<file path="src/rtl/pred_map_pkg.sv">
package pred_map_pkg;
    localparam int REG_IDX_W = 5;
    localparam int NUM_REGS  = 1 << REG_IDX_W;
    localparam int NUM_CLS   = 2;

    typedef struct packed {
        logic                 cls;
        logic [REG_IDX_W-1:0] key;
        logic [REG_IDX_W-1:0] src;
        logic                 inv;
        logic                 zero;
    } cfg_rec_t;

    typedef struct packed {
        logic                 en;
        logic [REG_IDX_W-1:0] src;
        logic                 inv;
        logic                 zero;
    } slot_t;

    localparam int CFG_W = $bits(cfg_rec_t);

    typedef enum logic [0:0] {
        ST_IDLE  = 1'b0,
        ST_APPLY = 1'b1
    } rb_state_t;
endpackage

</file>
<file path="src/rtl/pred_cfg_bank.sv">
module pred_cfg_bank
    import pred_map_pkg::*;
#(
    parameter int NUM_CFG = 16,
    localparam int IDX_W  = $clog2(NUM_CFG)
) (
    input  logic             clk,
    input  logic             rst_n,
    input  logic             we,
    input  logic [IDX_W-1:0] widx,
    input  cfg_rec_t         wdata,
    input  logic [IDX_W-1:0] ridx,
    output cfg_rec_t         rdata
);
    cfg_rec_t recs_q [NUM_CFG];

    for (genvar g = 0; g < NUM_CFG; g++) begin : g_rec
        always_ff @(posedge clk) begin
            if (!rst_n) begin
                recs_q[g] <= '0;
            end else if (we && (widx == IDX_W'(g))) begin
                recs_q[g] <= wdata;
            end
        end
    end

    assign rdata = recs_q[ridx];
endmodule

</file>
<file path="src/rtl/pred_rebuild_fsm.sv">
module pred_rebuild_fsm
    import pred_map_pkg::*;
#(
    parameter int NUM_CFG = 16,
    localparam int IDX_W  = $clog2(NUM_CFG)
) (
    input  logic             clk,
    input  logic             rst_n,
    input  logic             cfg_we,
    output logic             busy,
    output logic             apply_en,
    output logic             clear,
    output logic [IDX_W-1:0] step_idx
);
    localparam logic [IDX_W-1:0] LAST_IDX = IDX_W'(NUM_CFG - 1);

    rb_state_t state_q, state_d;
    logic      at_last;

    assign at_last = (step_idx == LAST_IDX);

    always_ff @(posedge clk) begin
        if (!rst_n) state_q <= ST_IDLE;
        else        state_q <= state_d;
    end

    always_comb begin
        state_d = state_q;
        unique case (state_q)
            ST_IDLE:  if (cfg_we) state_d = ST_APPLY;
            ST_APPLY: if (!cfg_we && at_last) state_d = ST_IDLE;
            default:  state_d = ST_IDLE;
        endcase
    end

    always_comb begin
        busy     = 1'b0;
        apply_en = 1'b0;
        unique case (state_q)
            ST_IDLE:  begin busy = 1'b0; apply_en = 1'b0; end
            ST_APPLY: begin busy = 1'b1; apply_en = !cfg_we; end
            default:  begin busy = 1'b0; apply_en = 1'b0; end
        endcase
        clear = cfg_we;
    end

    always_ff @(posedge clk) begin
        if (!rst_n || cfg_we) begin
            step_idx <= '0;
        end else if (state_q == ST_APPLY) begin
            step_idx <= at_last ? '0 : step_idx + 1'b1;
        end
    end
endmodule

</file>
<file path="src/rtl/pred_slot_table.sv">
module pred_slot_table
    import pred_map_pkg::*;
(
    input  logic                 clk,
    input  logic                 rst_n,
    input  logic                 clear,
    input  logic                 apply_en,
    input  cfg_rec_t             apply_rec,
    input  logic                 rd_cls,
    input  logic [REG_IDX_W-1:0] rd_reg,
    output slot_t                rd_slot
);
    slot_t slots_q [NUM_CLS][NUM_REGS];
    slot_t cls_out [NUM_CLS];

    for (genvar c = 0; c < NUM_CLS; c++) begin : g_cls
        always_ff @(posedge clk) begin
            if (!rst_n || clear) begin
                for (int r = 0; r < NUM_REGS; r++) slots_q[c][r] <= '0;
            end else if (apply_en && (apply_rec.cls == 1'(c))) begin
                slots_q[c][apply_rec.key] <= '{en:   1'b1,
                                               src:  apply_rec.src,
                                               inv:  apply_rec.inv,
                                               zero: apply_rec.zero};
            end
        end
        assign cls_out[c] = slots_q[c][rd_reg];
    end

    assign rd_slot = cls_out[rd_cls];
endmodule

</file>
<file path="src/rtl/pred_lookup.sv">
module pred_lookup
    import pred_map_pkg::*;
#(
    parameter int XLEN = 32
) (
    input  logic                 lk_valid,
    input  logic                 busy,
    input  slot_t                slot,
    input  logic [XLEN-1:0]      rf_rdata,
    output logic [REG_IDX_W-1:0] rf_raddr,
    output logic                 lk_ack,
    output logic                 lk_hit,
    output logic [XLEN-1:0]      lk_mask,
    output logic                 lk_zero
);
    assign rf_raddr = slot.src;
    assign lk_ack   = lk_valid && !busy;
    assign lk_hit   = lk_ack && slot.en;
    assign lk_zero  = lk_hit && slot.zero;

    always_comb begin
        if (!lk_hit)       lk_mask = '1;
        else if (slot.inv) lk_mask = ~rf_rdata;
        else               lk_mask = rf_rdata;
    end
endmodule

</file>
<file path="src/rtl/pred_map_unit.sv">
module pred_map_unit
    import pred_map_pkg::*;
#(
    parameter int NUM_CFG = 16,
    parameter int XLEN    = 32
) (
    input  logic                       clk,
    input  logic                       rst_n,
    input  logic                       cfg_we,
    input  logic [$clog2(NUM_CFG)-1:0] cfg_idx,
    input  logic [CFG_W-1:0]           cfg_wdata,
    output logic                       busy,
    input  logic                       lk_valid,
    input  logic                       lk_cls,
    input  logic [REG_IDX_W-1:0]       lk_reg,
    output logic                       lk_ack,
    output logic                       lk_hit,
    output logic [XLEN-1:0]            lk_mask,
    output logic                       lk_zero,
    output logic [REG_IDX_W-1:0]       rf_raddr,
    input  logic [XLEN-1:0]            rf_rdata
);
    localparam int IDX_W = $clog2(NUM_CFG);

    logic             apply_en;
    logic             clear;
    logic [IDX_W-1:0] step_idx;
    cfg_rec_t         step_rec;
    slot_t            slot;

    pred_cfg_bank #(.NUM_CFG(NUM_CFG)) u_bank (
        .clk   (clk),
        .rst_n (rst_n),
        .we    (cfg_we),
        .widx  (cfg_idx),
        .wdata (cfg_rec_t'(cfg_wdata)),
        .ridx  (step_idx),
        .rdata (step_rec)
    );

    pred_rebuild_fsm #(.NUM_CFG(NUM_CFG)) u_fsm (
        .clk      (clk),
        .rst_n    (rst_n),
        .cfg_we   (cfg_we),
        .busy     (busy),
        .apply_en (apply_en),
        .clear    (clear),
        .step_idx (step_idx)
    );

    pred_slot_table u_tbl (
        .clk       (clk),
        .rst_n     (rst_n),
        .clear     (clear),
        .apply_en  (apply_en),
        .apply_rec (step_rec),
        .rd_cls    (lk_cls),
        .rd_reg    (lk_reg),
        .rd_slot   (slot)
    );

    pred_lookup #(.XLEN(XLEN)) u_lk (
        .lk_valid (lk_valid),
        .busy     (busy),
        .slot     (slot),
        .rf_rdata (rf_rdata),
        .rf_raddr (rf_raddr),
        .lk_ack   (lk_ack),
        .lk_hit   (lk_hit),
        .lk_mask  (lk_mask),
        .lk_zero  (lk_zero)
    );
endmodule

</file>
<file path="config.mk">
export PLATFORM = sky130hd
export DESIGN_NAME = pred_map_unit
export DESIGN_NICKNAME = d
export VERILOG_FILES = /design/src/rtl/pred_map_pkg.sv /design/src/rtl/pred_cfg_bank.sv /design/src/rtl/pred_rebuild_fsm.sv /design/src/rtl/pred_slot_table.sv /design/src/rtl/pred_lookup.sv /design/src/rtl/pred_map_unit.sv
export SDC_FILE = /design/constraint.sdc
export NUM_CORES = 1
export LEC_CHECK = 0
export ABC_AREA = 1
export BUFFER_PORTS_ARGS = -buffer_cell sky130_fd_sc_hd__buf_2
export CORE_ASPECT_RATIO = 0.5
export CORE_MARGIN = 2
export CORE_UTILIZATION = 57
export CTS_BUF_LIST = sky130_fd_sc_hd__clkbuf_2 sky130_fd_sc_hd__clkbuf_4 sky130_fd_sc_hd__clkbuf_8
export DETAILED_ROUTE_END_ITERATION = 8
export PLACE_DENSITY = 0.74
export SLEW_MARGIN = 5
export SYNTH_ARGS = -nofsm -noshare
export SYNTH_HDL_FRONTEND = slang
export SYNTH_SLANG_ARGS = --single-unit
</file>
<file path="constraint.sdc">
create_clock -name clk -period 3.05 [get_ports clk]
set_input_delay 0.61 -clock clk [delete_from_list [all_inputs] [get_ports clk]]
set_output_delay 0.61 -clock clk [all_outputs]
set_load 0.02 [all_outputs]
</file>
==> out/results.tsv <==
stage	metric	value	unit
grt	via count of the first global-routing pass	25500	
hold_path	type of the worst min-delay path	primary input to flip-flop	
grt	maximum number of pins on one net before global-route repair	69	
finish	diodes inserted	0	
setup_path	CP Capture Type	primary output	
clock_tree	number of levels in the clock H-tree	3	
sta	Pins Over Slew Limit	0	
finish	area growth from synthesis to final layout	19.4	%
finish	final net count	3715	
place	Cell Count Post-Placement	4280	
floorplan	standard cell core area	0.0579	mm^2
logic_synthesis	Post-Syn Area per Cell	9.83	um^2
status	violated checks	setup timing	
floorplan	num ports	100	
floorplan	area of the die	0.0612	mm^2
place	count of input and output buffers	99	
logic_synthesis	Distinct cells, synth	31	
logic_synthesis	fraction of post-synthesis cell area in the top cell type by area	0.640	
logic_synthesis	netlist area before placement	0.0337	mm^2
sta	Worst-Margin Slew	0.849	ns
floorplan	height of the chip	176	um
detailed_routing	detailed router's first-iteration violation count	3986	
power_and_ir_drop	power density over the cells	546	mW/mm^2
logic_synthesis	Yosys reg bits	729	
detailed_routing	remaining design rule violation count	0	
sta	Final period util	1.03	
job	reported max-cap violation count	0	
floorplan	Rows	62	
logic_synthesis	post-synthesis async set-or-reset flop share	0	
detailed_routing	count of TritonRoute iterations in the first routing pass	8	
sta	final hold vios	0	
grt	antenna violations before repair	0	
sta	Final setup violation count	35	
logic_synthesis	register area share after synthesis	0.646	
logic_synthesis	Yosys top cell by area	edfxtp_1	
setup_path	Crit Path Max Fanout	8	
logic_synthesis	Post-Synthesis Net Count	3489	
finish	area used by multi-input combinational logic	0.0108	mm^2
detailed_routing	routed length per placed instance	21.6	um
sta	worst-case headroom to the max-slew limit	0.432	
floorplan	starting utilization of the core area	0.582	
logic_synthesis	number of instances in the synthesized netlist	3429	
finish	Final Util	0.695	
finish	most used cells in the layout excluding fill and tap cells	nor2_1 (852), edfxtp_1 (719), nand2_1 (447)	
place	post-placement cell area	0.0363	mm^2
finish	fin area	0.0403	mm^2
finish	layout cells sized above 1	0.199	
clock_tree	worst-skew pair later-pin latency	0.70	ns
setup_path	Worst Path Required	2.44	ns
setup_path	crit start category	flip-flop	
detailed_routing	vias after detailed routing	26900	
sta	RSZ-0062 raised after global routing	yes	
clock_tree	hold-fix buffer count after cts	0	
place	Post-DP HPWL	60000	um
power_and_ir_drop	static leakage	16.7	nW
grt	gr ovfl total	0	
setup_path	signal arrival time at the worst endpoint	2.53	ns
detailed_routing	total routed wirelength	97300	um
clock_tree	number of buffers created by CTS	102	
power_and_ir_drop	maximum VDD drop	0.000481	V
sta	Fin Clk Skew	0.0205	ns
sta	min setup slack post-route	-0.0922	ns
finish	number of fillers in the final layout	4170	
grt	Total Routing Usage GR	0.303	
clock_tree	Clock Tree Buf Depth	3	
status	outcome	finished, violations left	
sta	fmax	318	MHz
finish	most common cell after layout, fill and taps aside	nor2_1	
detailed_routing	Routed Antenna Nets	0	
clock_tree	number of sinks handled by clock tree synthesis	729	
finish	Finished Layout Cells	4501	
grt	global-route wire length before repair	142000	um
logic_synthesis	number of flops mapped to enable cells by yosys	719	
clock_tree	Reg clk slew, reported paths	0.07	ns
clock_tree	clock root cell	clkbuf_8	
clock_tree	CTS tree	yes	
sta	final worst path period need	3.14	ns
setup_path	critical setup path kind	flip-flop to primary output	
floorplan	chip width	348	um
logic_synthesis	count of yosys warnings during synthesis	0	
logic_synthesis	ys flop type	edfxtp_1	
logic_synthesis	most area-consuming cells after synthesis	edfxtp_1 (64%), nor2_1 (9.5%), nand2_1 (5.9%)	
detailed_routing	via density per instance	5.98	
finish	area used by sequential logic in the layout	0.0218	mm^2
place	Final Wtd Congestion	0.946	
==> layer usage <==
metal  vias to the layer above  routed length (um)  global-route usage  part of all wire
met5                         -                   0                   0                 0
met4                         0                3490               0.111             0.036
met3                       266               10900              0.0535              0.11
met2                      1687               45700               0.499              0.47
met1                     12900               37300               0.409              0.38
li1                      12100                   -                   -                 -
==> timing repair <==
action	in CTS	in global routing
setup buffers	9	11
endpoints found under the setup margin	47	267
cloned	5	16
pin swaps	3	46
resized for setup	51	301
==> cells by family (layout without fill, tap and decap cells) <==
group	after synthesis	in the layout	synth area share
AO/OA/AOI/OAI	456	456	0.0736
adder cells (fa/ha/maj)	1	1	0.000371
buffers and inverters	465	769	0.0568
flip-flops	729	729	0.646
multiplexers	28	28	0.00868
AND/OR/NAND/NOR	1750	1750	0.214
==> flip-flops by register name, summed over array words and instances, names as in the netlist, named ones only <==
signal          flops
u_fsm.step_idx      4
u_fsm.state_q       1
u_tbl.slots_q     512
u_bank.recs_q     208
==> path summary, 6_finish.rpt <==
check,start,end,slack (ns),depth (start not counted)
min reg2reg,u_fsm.step_idx[0],flip-flop,0.48,2
max reg2reg,flip-flop,u_tbl.slots_q[1][86],0.11,9
min,rst_n,u_fsm.state_q,0.31,3
max,u_tbl.slots_q[0][217],lk_mask[20],-0.09,12
==> cell usage after synthesis (3+ instances only) <==
cell,count
edfxtp_1,719
clkbuf_1,121
nor3_1,4
a21oi_1,69
nand2_1,528
nor2_1,857
o21ai_0,261
o21ai_1,7
o22ai_1,80
mux2i_1,18
buf_1,13
nor2_4,3
buf_2,104
mux2_2,10
nand3_1,316
nand4_1,8
buf_4,5
dfxtp_1,10
o211ai_1,37
inv_2,4
buf_6,3
inv_1,214
nand3_2,28
==> through the flow <==
step | setup slack [ns] | power [W] | hold WS [ns] | TNS (ns)
after floorplan | 0.0998 | 0.0131 | 0.427 | 0
after global routing | -0.136 | 0.0226 | 0.293 | -3.25
after CTS | -0.0612 | 0.0216 | 0.237 | -1.18
final | -0.0922 | 0.0220 | 0.307 | -1.81
after global placement | -0.141 | 0.0140 | 0.461 | -4.77
after detailed placement | -0.221 | 0.0141 | 0.464 | -6.88
==> worst max-delay path, stage by stage (launching register included) <==
cell and delay (ns):
edfxtp_1 0.39, nand2_1 0.09, nand3_1 0.09, nand3_1 0.10, nand2_2 0.11, nand2_2 0.07
nand3_4 0.13, nand3_4 0.16, nand2_8 0.16, buf_12 0.16, nand2_1 0.09, nand3_1 0.13
buf_6 0.13
==> report_power, final <==
| group | internal, W | total (W) | switching (W) |
|---|---|---|---|
| clock network | 0.00388 | 0.00762 | 0.00374 |
| registers | 0.0114 | 0.0116 | 0.000156 |
| logic | 0.000895 | 0.00275 | 0.00185 |
| total | 0.0162 | 0.0220 | 0.00575 |
==> cell type report <==
cell class / instances / share of cell area
clock inverters: 47 / 0.00755
multi-input cells: 2235 / 0.269
well taps: 768 / 0.0239
inverters: 219 / 0.0215
repair buffers: 368 / 0.0953
flip-flops and latches: 729 / 0.541
clock buffers: 135 / 0.0415
No activity file was read; power rests on OpenSTA's default activity.
